**config.mk**
```make
export PLATFORM = sky130hd
export DESIGN_NAME = cfgx_bridge
export DESIGN_NICKNAME = d
export VERILOG_FILES = /design/src/rtl/cfgx_pkg.sv /design/src/rtl/cfgx_lanes.sv /design/src/rtl/cfgx_fixup.sv /design/src/rtl/cfgx_w1c.sv /design/src/rtl/cfgx_bridge.sv
export SDC_FILE = /design/constraint.sdc
export NUM_CORES = 1
export LEC_CHECK = 0
export BUFFER_PORTS_ARGS = -buffer_cell sky130_fd_sc_hd__buf_2
export CAP_MARGIN = 20
export CORE_AREA = 2 2 122 124
export CTS_BUF_LIST = sky130_fd_sc_hd__clkbuf_8
export CTS_CLUSTER_SIZE = 12
export DETAILED_ROUTE_END_ITERATION = 7
export DIE_AREA = 0 0 124 126
export GPL_TIMING_DRIVEN = 0
export MAX_ROUTING_LAYER = met4
export PLACE_DENSITY = 0.85
export SLEW_MARGIN = 20
export SYNTH_ARGS = -nofsm -noshare
export SYNTH_HDL_FRONTEND = slang
export SYNTH_SLANG_ARGS = --single-unit
```
**constraint.sdc**
```tcl
create_clock -name clk -period 4.07 [get_ports clk]
set_clock_uncertainty 0.1 [all_clocks]
set_input_delay 0.6105 -clock clk [delete_from_list [all_inputs] [get_ports clk]]
set_output_delay 0.6105 -clock clk [all_outputs]
set_load 0.01 [all_outputs]
```
**src/rtl/cfgx_pkg.sv**
```systemverilog
// Shared types and encodings for the indirect configuration bridge.
// Assumes 32-bit configuration dwords carried in the upper half of a
// 64-bit indirect register.
package cfgx_pkg;
    localparam int DATA_W = 32;
    localparam int IND_W  = 2 * DATA_W;

    localparam logic [1:0] SZ_BYTE = 2'd0;
    localparam logic [1:0] SZ_HALF = 2'd1;

    localparam logic SEL_RDREG = 1'b0;
    localparam logic SEL_WRREG = 1'b1;

    typedef enum logic [2:0] {
        ST_IDLE,
        ST_RADDR,
        ST_RLOAD,
        ST_WSTORE,
        ST_DONE
    } cfgx_state_e;
endpackage

```
**src/rtl/cfgx_lanes.sv**
```systemverilog
// Lane selection for a configuration request: the unshifted lane mask
// chosen by size code, the shift amount from the byte offset, and the
// mask moved to its byte lanes. Assumes size codes 2 and 3 mean a dword.
module cfgx_lanes
    import cfgx_pkg::*;
(
    input  logic [1:0]        lane,
    input  logic [1:0]        size,
    output logic [DATA_W-1:0] lane_mask,
    output logic [DATA_W-1:0] sh_mask,
    output logic [4:0]        shamt
);
    // Pick the lane mask and place it at the addressed byte.
    always_comb begin
        case (size)
            SZ_BYTE: lane_mask = 32'h0000_00FF;
            SZ_HALF: lane_mask = 32'h0000_FFFF;
            default: lane_mask = 32'hFFFF_FFFF;
        endcase
        shamt   = {lane, 3'b000};
        sh_mask = lane_mask << shamt;
    end
endmodule

```
**src/rtl/cfgx_fixup.sv**
```systemverilog
// Read-side patch table. It replaces or edits returned dwords at fixed
// dword offsets and presents the three allocation entry words. Assumes
// dw_off has bits 1:0 clear.
module cfgx_fixup
    import cfgx_pkg::*;
#(
    parameter int OFF_W = 12
) (
    input  logic [OFF_W-1:0]  dw_off,
    input  logic [DATA_W-1:0] raw,
    input  logic [DATA_W-1:0] ea0,
    input  logic [DATA_W-1:0] ea1,
    input  logic [DATA_W-1:0] ea2,
    output logic [DATA_W-1:0] fixed
);
    logic [31:0] key;
    assign key = 32'(dw_off);

    // Apply the per-offset patch; other offsets pass through.
    always_comb begin
        case (key)
            32'h40:  fixed = (raw & 32'hFFFF_00FF) | 32'h0000_7000;
            32'h70:  fixed = raw | (32'd2 << 25);
            32'hB0:  fixed = (raw & 32'hC000_00FF) | 32'h0003_BC00;
            32'hB4:  fixed = 32'h0;
            32'hB8:  fixed = 32'h000F_0000;
            32'hBC:  fixed = 32'h0001_0014;
            32'hC0:  fixed = 32'h0;
            32'hC4:  fixed = 32'h80FF_0003;
            32'hC8:  fixed = ea0;
            32'hCC:  fixed = ea1;
            32'hD0:  fixed = ea2;
            default: fixed = raw;
        endcase
    end
endmodule

```
**src/rtl/cfgx_w1c.sv**
```systemverilog
// Write-one-to-clear mask lookup by dword offset. It is used only when a
// sub-word write is widened to a dword. Assumes dw_off has bits 1:0 clear.
module cfgx_w1c
    import cfgx_pkg::*;
#(
    parameter int OFF_W = 12
) (
    input  logic [OFF_W-1:0]  dw_off,
    output logic [DATA_W-1:0] w1c
);
    logic [31:0] key;
    assign key = 32'(dw_off);

    // Map the dword offset to its protected status bits.
    always_comb begin
        case (key)
            32'h04, 32'h1C:                          w1c = 32'hFF00_0000;
            32'h44:                                  w1c = 32'hFFFF_FE00;
            32'h78, 32'h80, 32'h88, 32'h90, 32'hA0:  w1c = 32'hFFFF_0000;
            32'h104, 32'h110, 32'h130, 32'h160:      w1c = 32'hFFFF_FFFF;
            default:                                 w1c = 32'h0;
        endcase
    end
endmodule

```
**src/rtl/cfgx_bridge.sv**
```systemverilog
// Indirect configuration access bridge (top). It accepts one host request
// at a time and runs it as a sequence of 64-bit indirect register accesses:
// an address store and a load for reads, one store for dword writes, and a
// store, a load and a store for sub-word writes. It patches read data and
// protects status bits during widened writes. Assumes the indirect target
// returns load data together with ind_ack and that each access is held
// until it is acknowledged.
module cfgx_bridge
    import cfgx_pkg::*;
#(
    parameter int FUNC_W    = 3,
    parameter int OFF_W     = 12,
    parameter int CFG_LIMIT = 2048
) (
    input  logic              clk,
    input  logic              rst_n,
    input  logic              req_valid,
    output logic              req_ready,
    input  logic              req_write,
    input  logic [FUNC_W-1:0] req_func,
    input  logic [OFF_W-1:0]  req_off,
    input  logic [1:0]        req_size,
    input  logic [DATA_W-1:0] req_wdata,
    output logic              rsp_done,
    output logic [DATA_W-1:0] rsp_rdata,
    output logic              rsp_status,
    input  logic [DATA_W-1:0] ea_word0,
    input  logic [DATA_W-1:0] ea_word1,
    input  logic [DATA_W-1:0] ea_word2,
    output logic              ind_req,
    output logic              ind_sel,
    output logic              ind_we,
    output logic [IND_W-1:0]  ind_wdata,
    input  logic              ind_ack,
    input  logic [IND_W-1:0]  ind_rdata
);
    localparam int ADDR_W = IND_W - DATA_W;

    cfgx_state_e       state;
    logic              r_write;
    logic [OFF_W-1:0]  r_off;
    logic [1:0]        r_size;
    logic [DATA_W-1:0] r_wdata;
    logic [DATA_W-1:0] wbuf;

    logic              accept, bad, is_word;
    logic [OFF_W-1:0]  dw_off;
    logic [ADDR_W-1:0] dw_addr;
    logic [DATA_W-1:0] raw, fixed, w1c, lane_mask, sh_mask;
    logic [DATA_W-1:0] rd_lanes, merged, wr_value;
    logic [4:0]        shamt;

    // Request decode on the host side.
    always_comb begin
        accept  = req_valid && req_ready;
        bad     = (req_func != '0) || (32'(req_off) >= CFG_LIMIT);
        is_word = req_size[1];
    end

    // Dword address and raw load data of the request in flight.
    always_comb begin
        dw_off  = {r_off[OFF_W-1:2], 2'b00};
        dw_addr = ADDR_W'(dw_off);
        raw     = ind_rdata[IND_W-1:DATA_W];
    end

    cfgx_lanes u_lanes (
        .lane      (r_off[1:0]),
        .size      (r_size),
        .lane_mask (lane_mask),
        .sh_mask   (sh_mask),
        .shamt     (shamt)
    );

    cfgx_fixup #(.OFF_W(OFF_W)) u_fix (
        .dw_off (dw_off),
        .raw    (raw),
        .ea0    (ea_word0),
        .ea1    (ea_word1),
        .ea2    (ea_word2),
        .fixed  (fixed)
    );

    cfgx_w1c #(.OFF_W(OFF_W)) u_w1c (
        .dw_off (dw_off),
        .w1c    (w1c)
    );

    // Read extraction and write merge with status-bit protection.
    always_comb begin
        rd_lanes = (fixed >> shamt) & lane_mask;
        merged   = (raw & ~sh_mask) | ((r_wdata & lane_mask) << shamt);
        wr_value = merged & ~(~sh_mask & w1c);
    end

    // Indirect port drive, derived from the current state.
    always_comb begin
        ind_req   = (state == ST_RADDR) || (state == ST_RLOAD) || (state == ST_WSTORE);
        ind_sel   = (state == ST_WSTORE) ? SEL_WRREG : SEL_RDREG;
        ind_we    = (state != ST_RLOAD);
        ind_wdata = (state == ST_WSTORE) ? {wbuf, dw_addr} : {{DATA_W{1'b0}}, dw_addr};
        req_ready = (state == ST_IDLE);
        rsp_done  = (state == ST_DONE);
    end

    // Request sequencer with captured request and response registers.
    always_ff @(posedge clk) begin
        if (!rst_n) begin
            state      <= ST_IDLE;
            r_write    <= 1'b0;
            r_off      <= '0;
            r_size     <= '0;
            r_wdata    <= '0;
            wbuf       <= '0;
            rsp_rdata  <= '0;
            rsp_status <= 1'b0;
        end else begin
            case (state)
                ST_IDLE: if (accept) begin
                    r_write    <= req_write;
                    r_off      <= req_off;
                    r_size     <= req_size;
                    r_wdata    <= req_wdata;
                    rsp_status <= bad;
                    rsp_rdata  <= (bad && !req_write) ? '1 : '0;
                    wbuf       <= req_wdata;
                    if (bad)
                        state <= ST_DONE;
                    else if (req_write && is_word)
                        state <= ST_WSTORE;
                    else
                        state <= ST_RADDR;
                end
                ST_RADDR: if (ind_ack) state <= ST_RLOAD;
                ST_RLOAD: if (ind_ack) begin
                    if (r_write) begin
                        wbuf  <= wr_value;
                        state <= ST_WSTORE;
                    end else begin
                        rsp_rdata <= rd_lanes;
                        state     <= ST_DONE;
                    end
                end
                ST_WSTORE: if (ind_ack) state <= ST_DONE;
                default: state <= ST_IDLE;
            endcase
        end
    end
endmodule

```
==> metrics.json <==
{
  "placement.cell_area_um2": 9243,
  "headroom_to_the_max_slew_limit_pct": 22.46,
  "synthDominantAreaCellType": "sky130_fd_sc_hd__dfxtp_1",
  "max_freq_mhz": 296.1,
  "routed_wl_um": 34010,
  "drt_drc_violations_left": 0,
  "vias": 9445,
  "dr.first_iter.drc_count": 1105,
  "post_synth_most_frequent_cells": "sky130_fd_sc_hd__nand2_1 (151), sky130_fd_sc_hd__dfxtp_1 (115), sky130_fd_sc_hd__nor2_1 (79), sky130_fd_sc_hd__clkbuf_1 (66), sky130_fd_sc_hd__o21ai_0 (65)",
  "synth_warnings": 0,
  "postSynthAreaPerCell_um2": 7.650,
  "cts-htree-levels": 4,
  "die-area_um2": 15620,
  "finalNetCount": 1512,
  "globalRouteMet3Util_pct": 9.692,
  "critical_path.endpoint_type": "flop",
  "ff_to_ff_setup_slack_ns": 0.69,
  "max-vdd-ir-drop_uv": 185.8,
  "area_delta_synth_final_pct": 26.36,
  "ctsHoldBuffers": 0,
  "initial_core_util_pct": 53.29,
  "yosys.cell_count.top_type": "sky130_fd_sc_hd__nand2_1",
  "dominantRegCellSynth": "sky130_fd_sc_hd__dfxtp_1",
  "slew_violations": 0,
  "cts_buffers": 17,
  "p_switching_mw": 1.109,
  "share_of_the_core_filled_with_cells_pct": 67.33,
  "clkSinkCount": 115,
  "startpoint_type": "flop",
  "power.sequential.fraction_pct": 40.2,
  "synth_async_sr_flop_share_pct": 0,
  "detail-route-antenna-nets": 0,
  "final_period_minus_worst_setup_slack_ns": 3.377,
  "total_power_mw": 3.169,
  "timing.hold.worst_endpoint": "r_off[6]",
  "detailedPlacementHpwl_um": 26990,
  "quantity_of_gates_resized_following_cts": 0,
  "worst_r2r_path_depth": 8,
  "cts.clk_slew.worst_paths_ns": 0.08,
  "synthTopCellsByArea": "sky130_fd_sc_hd__dfxtp_1 (30%), sky130_fd_sc_hd__nand2_1 (7.4%), sky130_fd_sc_hd__a21boi_0 (4.8%)",
  "global_route_wire_length_before_repair_um": 50510,
  "grt.met1_usage_pct": 54.62,
  "worstMarginPinSlew_ns": 1.154,
  "unique_cell_type_count_in_the_yosys_netlist": 75,
  "port_buffers": 261,
  "finalInstanceArea_um2": 9638,
  "placement.setup.worst_slack_ns": 0.8432,
  "route.detailed.vias_per_inst": 6.309,
  "grt.overflow.total": 0,
  "p_per_area_nw_per_um2": 328.8,
  "crit_arrival_ns": 3.62,
  "cts_tree": "yes",
  "routed_wire_length_per_instance_um": 22.72,
  "leakagePower_nw": 4.230,
  "clock_insertion_delay_worst_skew_ns": 0.46,
  "synthDominantCellAreaShare_pct": 30.18,
  "power_switching_share_pct": 34.98,
  "post_synth_instance_area_um2": 7627,
  "finalWeightedCongestion": 1.046,
  "critical_path_required_ns": 4.32,
  "synth_enable_flop_cells": 0,
  "timing.hold.worst.start": "req_off[6]",
  "timing.hold.worst_path_depth": 3,
  "detail_route.first_pass.iterations": 6,
  "power_report.internal_total_mw": 2.061,
  "synth-seq-cells": 115,
  "io-pin-count": 316,
  "finalHoldViolations": 0,
  "post-route-worst-setup-slack_ns": 0.6932,
  "power.combinational.fraction_pct": 25.0,
  "rsz0062_at_grt": "false",
  "drive_above_1_share_pct": 28.30,
  "fill_cells": 1315,
  "maximum_number_of_pins_on_one_net_before_global_route_repair": 17,
  "yosysSeqAreaShare_pct": 30.18,
  "end_of_the_worst_register_to_register_path": "wbuf[17]",
  "r2r_start": "r_off[3]",
  "criticalPathCategory": "reg -> reg",
  "min-delay-path-class": "in -> reg",
  "gr-usage-all-layers_pct": 44.33,
  "power.share.clock_pct": 34.8,
  "max_cap_violations": 0,
  "status": "completed",
  "std_cell_rows": 44,
  "busiest_layer": "met2",
  "first_global_vias": 8773,
  "timing.critical_path.fanout_max": 10,
  "cts_max_path_buffers": 2,
  "timing.setup.tns_ns": 0,
  "placeableCoreArea_um2": 14310,
  "post_layout_nonfiller_instances": 1497,
  "fp.dieH_um": 126,
  "finalCritPeriodShare_pct": 82.97,
  "dieWidth_um": 124,
  "fin_hold_ws_ns": 0.2885,
  "setup-violations-final": 0,
  "clk_root_buffer_cell": "sky130_fd_sc_hd__clkbuf_8",
  "postCtsSetupBuffers": 0,
  "gr-usage-met2_pct": 69.59,
  "number_of_antenna_violations_at_the_first_check_in_global_routing": 2,
  "dp.cells": 1463,
  "post_synth_inst_count": 997
}
-- cells by family (layout without fill, tap and decap cells) --
kind of cell,count (synthesis),in the layout,synth area share [%]
buffers and inverters,122,415,7.825
XOR/XNOR,1,1,0.1149
flip-flops,115,115,30.18
adder cells (fa/ha/maj),1,1,0.1312
multiplexers,37,37,5.200
AO/OA/AOI/OAI,345,345,32.81
other,1,24,0.04917
AND/OR/NAND/NOR,375,375,23.69
-- worst max-delay path: stages (launching register included) --
cell and delay, ns:
sky130_fd_sc_hd__dfxtp_1 0.35, sky130_fd_sc_hd__buf_2 0.24, sky130_fd_sc_hd__clkbuf_1 0.45, sky130_fd_sc_hd__buf_1 0.55
sky130_fd_sc_hd__a41oi_1 0.22, sky130_fd_sc_hd__a221oi_1 0.60, sky130_fd_sc_hd__o21ai_1 0.38, sky130_fd_sc_hd__nand3_1 0.29
sky130_fd_sc_hd__a21oi_1 0.09
-- worst max-delay path by stage --
| stage | end | startpoint | depth (start not counted) |
|---|---|---|---|
| after global routing | rsp_rdata[9] | r_off[8] | 7 |
| after detailed placement | rsp_rdata[8] | r_off[8] | 5 |
| final | wbuf[17] | r_off[3] | 8 |
| after global placement | rsp_rdata[8] | r_off[8] | 5 |
| after CTS | rsp_rdata[8] | r_off[8] | 5 |
| after floorplan | rsp_rdata[15] | r_off[5] | 7 |
-- final cells by class --
cell class | instances | area (um^2) | area share, %
diodes | 2 | 5.005 | 0.05193
plain buffers | 116 | 574.3 | 5.959
clock buffers | 17 | 234.0 | 2.428
clock inverters | 15 | 156.4 | 1.623
inverters | 6 | 22.52 | 0.2337
multi-input cells | 781 | 4807 | 49.88
flip-flops and latches | 115 | 2302 | 23.89
well taps | 184 | 230.2 | 2.389
repair buffers | 261 | 1306 | 13.55
-- placed cells by master, fill, tap and decap left out, drive strengths merged, types with 10 or more instances in the layout --
cell type	n
nand2	151
a22oi	12
a22o	17
a221o	25
dfxtp	115
inv	11
a32o	10
nor3b	11
clkbuf	83
nand3	30
nor2	80
o21ai	68
mux2i	16
a221oi	20
buf	311
a21boi	50
a21oi	58
nor3	13
and2	36
conb	22
mux2	21
-- layer usage --
| metal | up-vias | wire [um] |
|---|---|---|
| met3 | 146 | 3698 |
| met2 | 686 | 15840 |
| met5 | - | 0 |
| met4 | 0 | 1584 |
| met1 | 4385 | 12890 |
| li1 | 4228 | - |
-- state kept, by name, indices dropped and copies added, names as in the netlist --
register / cells
rsp_rdata: 32
r_write: 1
wbuf: 32
state: 3
rsp_status: 1
r_wdata: 32
r_size: 2
r_off: 12
-- power by group through the flow --
| stage | combinational (mW) | sequential, mW | clock (mW) |
|---|---|---|---|
| CTS | 0.767 | 1.27 | 1.09 |
| global placement | 0.761 | 1.29 | 0 |
| detailed placement | 0.764 | 1.29 | 0 |
| floorplan | 0.441 | 1.29 | 0 |
| global route | 0.844 | 1.28 | 1.14 |
| finish | 0.792 | 1.27 | 1.10 |
No activity file was read; power rests on OpenSTA's default activity.
